===== config.mk =====
export PLATFORM = sky130hd
export DESIGN_NAME = sba_burst_addr
export DESIGN_NICKNAME = d
export VERILOG_FILES = /design/src/rtl/sba_pkg.sv /design/src/rtl/sba_strobe_decode.sv /design/src/rtl/sba_beat_counter.sv /design/src/rtl/sba_order_map.sv /design/src/rtl/sba_burst_addr.sv
export SDC_FILE = /design/constraint.sdc
export NUM_CORES = 1
export LEC_CHECK = 0
export CORE_MARGIN = 10
export CORE_UTILIZATION = 39
export DETAILED_ROUTE_END_ITERATION = 7
export PLACE_DENSITY_LB_ADDON = 0.15
export SKIP_CTS_REPAIR_TIMING = 1
export SYNTH_ARGS = -nofsm -noshare
export SYNTH_HDL_FRONTEND = slang
export SYNTH_SLANG_ARGS = --single-unit

===== constraint.sdc =====
create_clock -name clk -period 1.33 [get_ports clk]
set_clock_uncertainty 0.1 [all_clocks]
set_input_delay 0.266 -clock clk [delete_from_list [all_inputs] [get_ports clk]]
set_output_delay 0.266 -clock clk [all_outputs]
set_load 0.1 [all_outputs]

===== src/rtl/sba_pkg.sv =====
package sba_pkg;

  typedef enum logic [1:0] {
    SBA_HOLD  = 2'd0,
    SBA_LOAD  = 2'd1,
    SBA_STEP  = 2'd2,
    SBA_DESEL = 2'd3
  } sba_op_e;

endpackage


===== src/rtl/sba_strobe_decode.sv =====
module sba_strobe_decode
  import sba_pkg::*;
(
  input  logic    proc_strb_n,
  input  logic    ctrl_strb_n,
  input  logic    ce_n,
  input  logic    ce_hi,
  input  logic    ce2_n,
  input  logic    adv_n,
  output sba_op_e op
);

  logic chip_en;
  logic proc_live;
  logic ctrl_live;

  // processor strobe only counts while the primary enable is active
  assign chip_en   = !ce_n && ce_hi && !ce2_n;
  assign proc_live = !proc_strb_n && !ce_n;
  assign ctrl_live = !ctrl_strb_n;

  always_comb begin
    op = SBA_HOLD;
    if (proc_live) begin
      op = chip_en ? SBA_LOAD : SBA_DESEL;
    end else if (ctrl_live) begin
      op = chip_en ? SBA_LOAD : SBA_DESEL;
    end else if (!adv_n) begin
      op = SBA_STEP;
    end else begin
      op = SBA_HOLD;
    end
  end

endmodule


===== src/rtl/sba_beat_counter.sv =====
module sba_beat_counter
  import sba_pkg::*;
#(
  parameter int ADDR_W = 17,
  parameter int BEAT_W = 2
) (
  input  logic                       clk,
  input  logic                       rst_n,
  input  sba_op_e                    op,
  input  logic [ADDR_W-1:0]          ext_addr,
  output logic [ADDR_W-BEAT_W-1:0]   upper_q,
  output logic [BEAT_W-1:0]          base_q,
  output logic [BEAT_W-1:0]          cnt_q
);

  localparam int UP_W = ADDR_W - BEAT_W;

  logic [UP_W-1:0]   upper_d;
  logic [BEAT_W-1:0] base_d;
  logic [BEAT_W-1:0] cnt_d;
  logic              addr_en;
  logic              cnt_en;

  assign addr_en = (op == SBA_LOAD);
  assign cnt_en  = (op == SBA_LOAD) || (op == SBA_STEP);

  always_comb begin
    upper_d = upper_q;
    base_d  = base_q;
    cnt_d   = cnt_q;
    unique case (op)
      SBA_LOAD: begin
        upper_d = ext_addr[ADDR_W-1:BEAT_W];
        base_d  = ext_addr[BEAT_W-1:0];
        cnt_d   = '0;
      end
      SBA_STEP: cnt_d = cnt_q + BEAT_W'(1);
      default: ;
    endcase
  end

  always_ff @(posedge clk or negedge rst_n) begin
    if (!rst_n) begin
      upper_q <= '0;
      base_q  <= '0;
    end else if (addr_en) begin
      upper_q <= upper_d;
      base_q  <= base_d;
    end
  end

  always_ff @(posedge clk or negedge rst_n) begin
    if (!rst_n) begin
      cnt_q <= '0;
    end else if (cnt_en) begin
      cnt_q <= cnt_d;
    end
  end

endmodule


===== src/rtl/sba_order_map.sv =====
module sba_order_map #(
  parameter int BEAT_W = 2
) (
  input  logic [BEAT_W-1:0] base,
  input  logic [BEAT_W-1:0] cnt,
  input  logic              mode,
  output logic [BEAT_W-1:0] low
);

  logic [BEAT_W-1:0] lin_low;
  logic [BEAT_W-1:0] ilv_low;

  // linear: modulo add inside the aligned group
  assign lin_low = base + cnt;

  // interleaved: bitwise flip of the start beat by the beat number
  for (genvar b = 0; b < BEAT_W; b++) begin : g_ilv
    assign ilv_low[b] = base[b] ^ cnt[b];
  end

  assign low = mode ? ilv_low : lin_low;

endmodule


===== src/rtl/sba_burst_addr.sv =====
module sba_burst_addr
  import sba_pkg::*;
#(
  parameter int ADDR_W = 17,
  parameter int BEAT_W = 2
) (
  input  logic              clk,
  input  logic              rst_n,
  input  logic [ADDR_W-1:0] ext_addr,
  input  logic              proc_strb_n,
  input  logic              ctrl_strb_n,
  input  logic              ce_n,
  input  logic              ce_hi,
  input  logic              ce2_n,
  input  logic              adv_n,
  input  logic              mode,
  output logic [ADDR_W-1:0] cur_addr
);

  localparam int UP_W = ADDR_W - BEAT_W;

  sba_op_e           op;
  logic [UP_W-1:0]   upper_q;
  logic [BEAT_W-1:0] base_q;
  logic [BEAT_W-1:0] cnt_q;
  logic [BEAT_W-1:0] low;

  sba_strobe_decode u_dec (
    .proc_strb_n (proc_strb_n),
    .ctrl_strb_n (ctrl_strb_n),
    .ce_n        (ce_n),
    .ce_hi       (ce_hi),
    .ce2_n       (ce2_n),
    .adv_n       (adv_n),
    .op          (op)
  );

  sba_beat_counter #(.ADDR_W(ADDR_W), .BEAT_W(BEAT_W)) u_cnt (
    .clk      (clk),
    .rst_n    (rst_n),
    .op       (op),
    .ext_addr (ext_addr),
    .upper_q  (upper_q),
    .base_q   (base_q),
    .cnt_q    (cnt_q)
  );

  sba_order_map #(.BEAT_W(BEAT_W)) u_map (
    .base (base_q),
    .cnt  (cnt_q),
    .mode (mode),
    .low  (low)
  );

  assign cur_addr = {upper_q, low};

endmodule


# Word-level counts from Yosys, hierarchy flattened
# Cells that the tools add are included.
[totals]
ff_bits = 19
in_bits = 26
output_inout_bits = 17
wordCells = 24
[op_classes]
addsub = 2
n_eq_ne = 2
n_mux = 6
bitwise_logic = 2
n_reduce_logical = 9
[op_table]
columns = ["cell", "n"]
rows = [
  ["two-way mux 2 bit", 5],
  ["case mux 2 bit (2 select lines)", 1],
  ["logical AND 1 bit", 3],
  ["logical NOT 1 bit", 3],
  ["adder 2 x 1 -> 2 bit (second input constant)", 1],
  ["adder 2 bit", 1],
  ["equality test 2 x 1 -> 1 bit (second input constant)", 1],
  ["equality test 2 bit (second input constant)", 1],
  ["AND reduction 2 bit", 1],
  ["nonzero test 2 bit", 1],
  ["XOR 1 bit", 2],
  ["logical OR 1 bit", 1],
]

# Longest topological paths before layout
[logic_depth]
word_depth = 9
mapped_depth = 7
ltp_nobuf = 6

# Cells and area by module
# Synthesis repeated with hierarchy kept, for this count alone.
[unflattened]
hier_cells = 58
hier_area_um2 = 878.3
[by_module_without_submodules]
columns = ["module", "instances", "cells_per_inst", "area_per_inst_um2", "seq_area_each_um2"]
rows = [
  ["sba_beat_counter", 1, 49, 809.5, 475.5],
  ["sba_order_map", 1, 4, 36.3, 0.0],
  ["sba_strobe_decode", 1, 5, 32.5, 0.0],
]

# Least setup slack after synthesis
# OpenSTA, ideal clock, no wires.
[synth_timing]
kind = "flip-flop to output port"
start = "reg u_cnt.cnt_q[0]"
end = "out cur_addr[1]"
arrival_ns = 2.237
required_time_ns = 0.964
path_slack_ns = -1.273
stages_incl_launch_ff = 4
path_buffers = 0
path_cell_list = "dfrtp_1 > ha_1 > nor2b_1 > xnor2_1"
[synth_between]
elab_chain_cells = 2
[synth_lines]
columns = ["item", "line_no", "text"]
rows = [
  ["from (decl)", "sba_beat_counter.sv:13", "output logic [BEAT_W-1:0] cnt_q"],
  ["from (signal assigned)", "sba_beat_counter.sv:56", "cnt_q <= cnt_d;"],
  ["adder 2 bit", "sba_order_map.sv:14", "assign lin_low = base + cnt;"],
  ["two-way mux 2 bit", "sba_order_map.sv:21", "assign low = mode ? ilv_low : lin_low;"],
  ["to (decl)", "sba_burst_addr.sv:17", "output logic [ADDR_W-1:0] cur_addr"],
]
# No other way between the ends.

# Final worst setup path
[layout_timing]
start = "reg u_cnt.cnt_q[1]"
end = "out cur_addr[1]"
[layout_between]
elab_chain_cells = 2
elab_cells_between_ends = 3
cone_classes = "add/sub (1); mux (1); bitwise (1)"
[layout_lines]
columns = ["item", "line_no"]
rows = [
  ["adder 2 bit or XOR 1 bit (tied branches)", "sba_order_map.sv:14, sba_order_map.sv:18"],
  ["two-way mux 2 bit (*)", "sba_order_map.sv:21"],
]
# Every way passes the cells marked *; elsewhere a longest branch is shown, timed or not.

==> impl_metrics.toml <==
[placement]
dp.final_hpwl_um = 1890
post-place-ws_ps = -744
portBuffers = 42
place_congestion = 0.667
place_area_um2 = 1590
dp.cells = 134

[floorplanning]
die_x_um = 67.3
initial_utilization_pct = 40.3
core_um2 = 2170
rows = 17
io_pins = 43
die_y_um = 67.3
dieArea_um2 = 4530

[power]
clockPowerShare_pct = 9.1
intPower_mw = 1.71
vdd_ir_drop_max_mv = 1.44
power_mw = 3.28
power_frac_seq_pct = 25.7
power_leakage_nw = 0.791
power.switching_mw = 1.57
power_density_nw_per_um2 = 1910
combPwrFrac_pct = 65.2
netSwitchingFraction_pct = 47.8

[grt]
grt_pass1_wl_um = 3700
grt_pass1_vias = 754
antenna_found_initial = 0
track_usage_pct = 10.9
grt-ovfl-total = 0
grt_max_degree = 20

[timing]
post-route-period-util_pct = 131
grt_setup_unrepaired = "yes"
drv_slew = 0
hold_slack_ps = 180
hold_viol_final = 0
timing.setup.tns_ps = -939
setup_viol_count_final = 13
worst_slack_ps = -419
relSlewSlack_pct = 83.7
period_minus_slack_ps = 1750
max_freq_mhz = 572
worstMarginPinSlew_ps = 244

[final_layout]
instances_no_fill = 143
area_growth_pct = 96.1
fin_area_um2 = 1710
drive_above_1_share_pct = 54.8
fin_util_pct = 79.0
nNetsFinal = 145
diodes = 0
final_cell_mix = "clkdlybuf4s50_1 (19), dfrtp_1 (19), buf_12 (18), mux2_4 (11), buf_4 (11)"

[detailed_routing]
drt_pass1_iterations = 4
avgRoutedWirePerCell_um = 16.9
drt_iter0_drc = 21
remaining_drc_errors = 0
drt_wl_total_um = 2410
avgViaCountPerCell = 4.66
via_count = 666
ant_nets = 0

[clocking]
cts_root_buf = "clkbuf_4"
clkSlewWorstSetupHoldPaths_ps = 120
cts_sinks = 19
cts_buffer_depth = 2
clk_latency_ps = 290
h-tree-depth = 1
cts_tree = "done"
cts_buffers = 3

[critical_path]
regToRegSetupSlack_ps = 210
required_ps = 960
path_max_fanout = 2
reg2reg_depth = 4
startpoint_type = "flop"
r2r-start = "u_cnt.cnt_q[0]"
crit_type = "flop to output port"
arrival_ps = 1380
regToRegEndpoint = "u_cnt.cnt_q[1]"
cp-end-kind = "output port"

[logic_synthesis]
avgSynthCellArea_um2 = 15.3
synth_area_um2 = 873
ys_ff_latch = 19
synth_nets = 86
synth_top_area_cell = "dfrtp_1"
syn_inst = 57
ys_seq_area_share_pct = 54.4
yosys_warnings = 0
synth_top_cell_area_share_pct = 54.4
synth.distinct_cells = 18
synth_area_leaders = "dfrtp_1 (54%), mux2_4 (17%), mux2_2 (9.0%)"

[outcome]
violations = "setup timing"
status = "complete, but fails checks"

[run]
drv_cap = 0

[min_path]
hold_class = "primary input to async pin"
-- state kept, by name (all words and copies together) (netlist names) --
register and count:
u_cnt.upper_q 15, u_cnt.base_q 2, u_cnt.cnt_q 2
-- cells by family (layout without fill, tap and decap cells) --
logic type               Yosys count  in the layout  share of synthesized area [%]
buffers and inverters              4             62                           4.44
adder cells (fa/ha/maj)            3              3                           4.30
AO/OA/AOI/OAI                      5              5                           4.15
multiplexers                      17             17                           26.2
AND/OR/NAND/NOR                    7              7                           4.44
flip-flops                        19             19                           54.4
XOR/XNOR                           2              2                           2.01
-- routing by layer --
metal | up-vias | wire (um) | track usage, %
li1 | 317 | - | -
met1 | 317 | 891 | 10.5
met2 | 30 | 1240 | 18.7
met3 | 2 | 263 | 5.79
met4 | 0 | 19 | 5.38
met5 | - | 0 | 0
-- worst max path at each step --
stage | end | slack (ps) | start | depth (start not counted)
floorplan | cur_addr[1] | -310 | u_cnt.cnt_q[0] | 3
global placement | u_cnt.base_q[0] | -670 | ce_n | 7
detailed placement | u_cnt.upper_q[1] | -740 | ce_n | 6
CTS | cur_addr[1] | -440 | u_cnt.base_q[0] | 4
global route | cur_addr[1] | -500 | u_cnt.cnt_q[1] | 4
finish | cur_addr[1] | -420 | u_cnt.cnt_q[1] | 4
-- synth_stat cells --
| cell type | count |
|---|---|
| inv_1 | 2 |
| nor2_1 | 1 |
| o211ai_1 | 1 |
| a32o_1 | 1 |
| nor2b_1 | 1 |
| buf_6 | 1 |
| a32oi_1 | 1 |
| mux2_2 | 7 |
| xnor2_1 | 2 |
| dfrtp_1 | 19 |
| mux2_4 | 10 |
| nand2b_1 | 1 |
| nand2_1 | 3 |
| buf_12 | 1 |
| o21ai_1 | 1 |
| nand4bb_1 | 1 |
| o21ai_0 | 1 |
| ha_1 | 3 |
-- layout make-up --
type / count / area [um2]
Fill cell: 138 / 457
Multi-Input combinational cell: 34 / 422
Clock buffer: 3 / 22.5
Tap cell: 28 / 35.0
Timing Repair Buffer: 56 / 746
Sequential cell: 19 / 475
Clock inverter: 1 / 5.00
Inverter: 2 / 7.51
-- worst max-delay path, stage by stage, from the launching register on --
cell,delay [ps]
dfrtp_1,410
xnor2_1,200
buf_4,170
xnor2_4,120
buf_12,190
-- power groups by stage --
stage / Clock [mW] / Sequential, mW / Combinational, mW
final: 0.298 / 0.842 / 2.14
after global routing: 0.327 / 0.862 / 2.20
after CTS: 0.306 / 0.847 / 2.09
after detailed placement: 0 / 0.857 / 2.09
after global placement: 0 / 0.851 / 2.06
after floorplan: 0 / 1.56 / 0.532
(Power assumes the default switching activity.)
